--- config.mk ---
export PLATFORM = sky130hd
export DESIGN_NAME = mont_pe_csa_r2
export DESIGN_NICKNAME = d
export VERILOG_FILES = /design/src/rtl/mont_pe_pkg.sv /design/src/rtl/mont_csa.sv /design/src/rtl/mont_word_datapath.sv /design/src/rtl/mont_top_resolve.sv /design/src/rtl/mont_pe_csa_r2.sv
export SDC_FILE = /design/constraint.sdc
export NUM_CORES = 1
export LEC_CHECK = 0
export BUFFER_PORTS_ARGS = -buffer_cell sky130_fd_sc_hd__buf_2
export CAP_MARGIN = 20
export CELL_PAD_IN_SITES_DETAIL_PLACEMENT = 0
export CELL_PAD_IN_SITES_GLOBAL_PLACEMENT = 1
export CORE_MARGIN = 5
export CORE_UTILIZATION = 35
export DETAILED_ROUTE_END_ITERATION = 8
export HOLD_SLACK_MARGIN = 0.06
export PLACE_DENSITY = 0.88
export SYNTH_ARGS = -nofsm -noshare
export SYNTH_HDL_FRONTEND = slang
export SYNTH_HIERARCHICAL = 1
export SYNTH_SLANG_ARGS = --single-unit
--- constraint.sdc ---
create_clock -name clk -period 2.7 [get_ports clk]
set_input_delay 0.405 -clock clk [delete_from_list [all_inputs] [get_ports clk]]
set_output_delay 0.405 -clock clk [all_outputs]
set_load 0.1 [all_outputs]
--- src/rtl/mont_pe_pkg.sv ---
// Shared types for the radix-2 carry-save Montgomery processing element.
package mont_pe_pkg;
    // Position tag that travels with a word through the element.
    typedef struct packed {
        logic first;
        logic last;
    } word_tag_t;
endpackage

--- src/rtl/mont_csa.sv ---
// Bitwise 3:2 carry-save adder.
// carry[i] carries weight 2^(i+1); the caller aligns it.
module mont_csa #(
    parameter int WIDTH = 16
) (
    input  logic [WIDTH-1:0] x,
    input  logic [WIDTH-1:0] y,
    input  logic [WIDTH-1:0] z,
    output logic [WIDTH-1:0] sum,
    output logic [WIDTH-1:0] carry
);
    for (genvar i = 0; i < WIDTH; i++) begin : g_bit
        // Full-adder cell per bit position.
        assign sum[i]   = x[i] ^ y[i] ^ z[i];
        assign carry[i] = (x[i] & y[i]) | (x[i] & z[i]) | (y[i] & z[i]);
    end
endmodule

--- src/rtl/mont_word_datapath.sv ---
// Combinational word step: adds b*A_j, picks/holds Q, adds Q*M_j, shifts by one.
// Assumes the caller holds the top carries and Q between words of one pass,
// and that M is odd so that word 0 leaves an even value.
module mont_word_datapath #(
    parameter int WORD_W = 16,
    localparam int LOW_W = WORD_W - 1
) (
    input  logic              first,
    input  logic              mult_bit,
    input  logic [WORD_W-1:0] a_w,
    input  logic [WORD_W-1:0] m_w,
    input  logic [WORD_W-1:0] tc_w,
    input  logic [WORD_W-1:0] ts_w,
    input  logic              held_cy1,
    input  logic              held_cy2,
    input  logic              held_q,
    output logic              q_now,
    output logic              cy1_out,
    output logic              cy2_out,
    output logic [LOW_W-1:0]  sh_tc,
    output logic [LOW_W-1:0]  sh_ts,
    output logic              drop_c,
    output logic              drop_s
);
    logic [WORD_W-1:0] ba, qm, s1, k1, c1s, s2, k2, c2s;

    // Partial product of the multiplier bit.
    assign ba = mult_bit ? a_w : '0;

    mont_csa #(.WIDTH(WORD_W)) u_csa_a (
        .x(tc_w), .y(ts_w), .z(ba), .sum(s1), .carry(k1)
    );

    // Align the first carry vector; word 0 admits no carry from below.
    assign c1s = {k1[WORD_W-2:0], first ? 1'b0 : held_cy1};

    // Quotient bit: parity of word 0 after the first addition.
    assign q_now = first ? s1[0] : held_q;
    assign qm    = q_now ? m_w : '0;

    mont_csa #(.WIDTH(WORD_W)) u_csa_m (
        .x(s1), .y(c1s), .z(qm), .sum(s2), .carry(k2)
    );

    // Align the second carry vector in the same way.
    assign c2s = {k2[WORD_W-2:0], first ? 1'b0 : held_cy2};

    // Right shift by one; the dropped bits belong to the word below.
    assign sh_ts   = s2[WORD_W-1:1];
    assign sh_tc   = c2s[WORD_W-1:1];
    assign drop_s  = s2[0];
    assign drop_c  = c2s[0];
    assign cy1_out = k1[WORD_W-1];
    assign cy2_out = k2[WORD_W-1];
endmodule

--- src/rtl/mont_top_resolve.sv ---
// Holds each shifted word until the next word supplies its top bits,
// then registers it onto the outputs. The last word of a pass is flushed
// on the next edge with zero top bits.
module mont_top_resolve #(
    parameter int WORD_W = 16,
    localparam int LOW_W = WORD_W - 1
) (
    input  logic              clk,
    input  logic              rst_n,
    input  logic              in_valid,
    input  mont_pe_pkg::word_tag_t in_tag,
    input  logic [LOW_W-1:0]  sh_tc,
    input  logic [LOW_W-1:0]  sh_ts,
    input  logic              drop_c,
    input  logic              drop_s,
    output logic              out_valid,
    output mont_pe_pkg::word_tag_t out_tag,
    output logic [WORD_W-1:0] out_tc,
    output logic [WORD_W-1:0] out_ts
);
    import mont_pe_pkg::*;

    logic [LOW_W-1:0] pend_tc, pend_ts;
    logic             pend_v;
    word_tag_t        pend_tag;
    logic             emit, u_hi, u_any, top_tc, top_ts;

    // Two dropped bits give u in {0,1,2}; spread it across both top bits.
    assign u_hi  = drop_s & drop_c;
    assign u_any = drop_s | drop_c;
    assign emit  = pend_v && (pend_tag.last || in_valid);
    assign top_tc = pend_tag.last ? 1'b0 : u_hi;
    assign top_ts = pend_tag.last ? 1'b0 : u_any;

    // Pending word register: loads every captured word, drains after a flush.
    always_ff @(posedge clk) begin
        if (!rst_n) begin
            pend_v   <= 1'b0;
            pend_tag <= '0;
            pend_tc  <= '0;
            pend_ts  <= '0;
        end else if (in_valid) begin
            pend_v   <= 1'b1;
            pend_tag <= in_tag;
            pend_tc  <= sh_tc;
            pend_ts  <= sh_ts;
        end else if (emit) begin
            pend_v   <= 1'b0;
        end
    end

    // Output register: completes the pending word with its resolved top bits.
    always_ff @(posedge clk) begin
        if (!rst_n) begin
            out_valid <= 1'b0;
            out_tag   <= '0;
            out_tc    <= '0;
            out_ts    <= '0;
        end else begin
            out_valid <= emit;
            if (emit) begin
                out_tag <= pend_tag;
                out_tc  <= {top_tc, pend_tc};
                out_ts  <= {top_ts, pend_ts};
            end
        end
    end
endmodule

--- src/rtl/mont_pe_csa_r2.sv ---
// Radix-2 carry-save Montgomery processing element (one outer step per pass).
// Assumes: words arrive least significant first, in_first on word 0 and
// in_last on the final word; M odd; top bit of A, M, TC and TS vectors zero.
module mont_pe_csa_r2 #(
    parameter int WORD_W = 16
) (
    input  logic              clk,
    input  logic              rst_n,
    input  logic              in_valid,
    input  logic              in_first,
    input  logic              in_last,
    input  logic              in_bit,
    input  logic [WORD_W-1:0] a_word,
    input  logic [WORD_W-1:0] m_word,
    input  logic [WORD_W-1:0] tc_word,
    input  logic [WORD_W-1:0] ts_word,
    output logic              out_valid,
    output logic              out_first,
    output logic              out_last,
    output logic [WORD_W-1:0] out_tc,
    output logic [WORD_W-1:0] out_ts
);
    import mont_pe_pkg::*;
    localparam int LOW_W = WORD_W - 1;

    logic             held_cy1, held_cy2, held_q;
    logic             w_q, w_cy1, w_cy2, w_drop_c, w_drop_s;
    logic [LOW_W-1:0] w_sh_tc, w_sh_ts;
    word_tag_t        in_tag, o_tag;

    assign in_tag = '{first: in_first, last: in_last};

    mont_word_datapath #(.WORD_W(WORD_W)) u_dp (
        .first   (in_first),
        .mult_bit(in_bit),
        .a_w     (a_word),
        .m_w     (m_word),
        .tc_w    (tc_word),
        .ts_w    (ts_word),
        .held_cy1(held_cy1),
        .held_cy2(held_cy2),
        .held_q  (held_q),
        .q_now   (w_q),
        .cy1_out (w_cy1),
        .cy2_out (w_cy2),
        .sh_tc   (w_sh_tc),
        .sh_ts   (w_sh_ts),
        .drop_c  (w_drop_c),
        .drop_s  (w_drop_s)
    );

    // Word-to-word state: top carries of both adders and the pass quotient.
    always_ff @(posedge clk) begin
        if (!rst_n) begin
            held_cy1 <= 1'b0;
            held_cy2 <= 1'b0;
            held_q   <= 1'b0;
        end else if (in_valid) begin
            held_cy1 <= w_cy1;
            held_cy2 <= w_cy2;
            if (in_first) held_q <= w_q;
        end
    end

    mont_top_resolve #(.WORD_W(WORD_W)) u_res (
        .clk      (clk),
        .rst_n    (rst_n),
        .in_valid (in_valid),
        .in_tag   (in_tag),
        .sh_tc    (w_sh_tc),
        .sh_ts    (w_sh_ts),
        .drop_c   (w_drop_c),
        .drop_s   (w_drop_s),
        .out_valid(out_valid),
        .out_tag  (o_tag),
        .out_tc   (out_tc),
        .out_ts   (out_ts)
    );

    assign out_first = o_tag.first;
    assign out_last  = o_tag.last;
endmodule

==> qor.txt <==
CP Capture Type: flop
Root Driver: clkbuf_8
Final #Nets: 546
Std cell rows: 36
First-iteration detailed-routing DRC count: 43
Post-Syn Area per Cell: 9.999 um^2
Commonest non-fill, non-tap cells in the layout: buf_2, dfxtp_1, nand2_1, mux2i_1, nor2_1
Synth Register Bits: 71
GRT Util Overall: 14.56%
Final antenna-violating net count: 0
Switching share of total power: 29.04%
Initial antenna violation count: 0
Avg WL per Cell: 13.94 um
WP data required: 2960 ps
Pwr Density: 599.0 nW/um^2
Clock skew: 5.849 ps
Worst setup SP type: input pin
Unrepaired setup endpoints after global routing: false
Max-cap violations: 0
I/O pins: 105
Int Pwr: 1827 uW
Die area: 11880 um^2
CTS hold repair buffers: 0
Post-CTS sizing: 0
Setup CP Type: in -> reg
Min Hold Slack: 337.9 ps
Fin. Hold Viols: 0
Max Fanout on Critical Path: 2
Register area share after synthesis: 41.44%
Clock Power Share: 34.1%
Final period util: 89.17%
Detailed Route WL: 8111 um
H-Tree Depth: 3
Diode count: 0
Clock latency on the worst-skew pair: 330 ps
Yosys top cell by area: dfxtp_1
CTS tree: yes
Sw Pwr: 747.8 uW
Initial core utilization: 35.41%
Outcome: complete, no violations
Vias/cell: 4.582
Met2 GRT Util: 24.30%
Leak Pwr: 0.001958 uW
Unique masters post-synth: 23
Synth-to-Final Area Change: 25.36%
PortBufs: 104
Met1 GRT Util: 18.55%
Drt drc: 0
Worst Tran Pin Value: 659.7 ps
First-pass GRT wire length: 13490 um
CTS Sinks: 71
Core ar.: 9684 um^2
Synth top area share: 41.44%
Synth top area cells: dfxtp_1, fa_1, mux2i_1
Chip Width: 109.0 um
Grt peak-use layer: met2
Clock Path Buffers: 2
Final setup fails: 0
Syn Inst Count: 343
Max VDD drop: 0.0002619 V
Tmin final: 2407 ps
DP Wirelength: 6175 um
Slew Viols, Final: 0
Setup repair bufs after CTS: 0
Most common cell after layout, fill and taps aside: buf_2
Synthesized Nets: 445
Sum Neg Setup Slack: 0 ps
Final worst setup slack: 292.5 ps
Worst slew margin: 56.02%
Mapped cell area: 3430 um^2
Initial DRT Pass Iterations: 4
Hold Path Class: in -> reg
Clk slew on worst S/H paths: 70 ps
Combinational share of power: 21.1%
Dpl ws: -17.38 ps
Global-route met3 utilization: 3.375%
Fraction of layout cells with a size suffix above 1: 30.96%
Largest net degree at the start of global routing: 42
Number of global-route vias before repair: 2862
Placer Congestion: 0.7676
Highest Clock Rate: 415.4 MHz
Num CTS Buffers: 9
Die Y: 109.0 um
Synth warn: 6
Arr. time, crit path: 2660 ps
Via count: 2667
Grt ovf: 0
Reg power frac: 44.8%
-- logic make-up (layout without fill, tap and decap cells) --
kind of cell | Yosys count | in the layout | share of synthesized area, %
AND/OR/NAND/NOR | 141 | 141 | 19.96
flip-flops | 71 | 71 | 41.44
AO/OA/AOI/OAI | 37 | 37 | 5.655
multiplexers | 36 | 36 | 10.62
adder cells (fa/ha/maj) | 32 | 32 | 18.68
buffers and inverters | 26 | 132 | 3.648
-- per-layer routing --
layer  vias up  share of wire (%)
li1       1323                  -
met1      1265                 45
met2        71                 49
met3         8                4.8
met4         0                1.0
met5         -                  0
-- synth_stat cells --
cell type	number
nor2_1	35
clkinv_1	1
or3_1	1
nand3_1	32
clkbuf_1	12
mux2i_1	35
fa_1	32
buf_6	2
buf_4	1
nand2_1	37
mux2i_2	1
o21ai_2	1
nor2b_1	11
buf_1	1
dfxtp_1	71
and2_1	16
a22oi_1	1
a21oi_1	2
inv_1	2
o21ai_0	32
buf_2	7
and2b_2	9
o211ai_1	1
-- registers in the layout, summed over array words and instances, names as in the netlist --
signal and flops:
held_cy1 1, held_cy2 1, held_q 1, u_res/out_tag 2
u_res/out_tc 16, u_res/out_ts 16, u_res/out_valid 1, u_res/pend_tag 2
u_res/pend_tc 15, u_res/pend_ts 15, u_res/pend_v 1
-- metrics by stage --
stage	cells	area (um^2)	util, %	total power [uW]
3_5_place_dp	566	4090	42.24	1729
2_1_floorplan	343	3430	-	1562
3_3_place_gp	566	4090	42.24	1713
5_1_grt	582	4299	44.39	2722
6_report	582	4299	44.39	2575
4_1_cts	582	4299	44.39	2619
-- area by class of cell --
type,count,area (um^2)
Fill cell,958,5385
Multi-Input combinational cell,246,1891
Sequential cell,71,1421
Timing Repair Buffer,113,600.6
Clock buffer,13,168.9
Tap cell,133,166.4
Clock inverter,3,40.04
Inverter,3,11.26
-- worst paths after layout --
path | endpoint | start | slack [ps] | cells after the start
max | u_res/out_tc[15] | in_bit | 290 | 9
min | u_res/pend_tag[0] | in_last | 340 | 3
max reg2reg | u_res/out_tc[15] | held_q | 840 | 6
min reg2reg | u_res/out_ts[3] | u_res/pend_ts[3] | 460 | 2
-- worst max-delay path: stages --
cell and delay, ps:
buf_2 120, and2_1 150, fa_1 500, mux2i_2 210, and2b_2 250, fa_1 530, nand2_1 60, or3_1 310
a21oi_1 140
-- power by group through the flow --
stage | Combinational (uW) | Sequential [uW] | Clock [uW]
floorplan | 287 | 1270 | 0
global placement | 537 | 1180 | 0
detailed placement | 552 | 1180 | 0
CTS | 554 | 1150 | 912
global route | 612 | 1160 | 949
finish | 544 | 1150 | 877
Power figures use the tool's default switching activity.
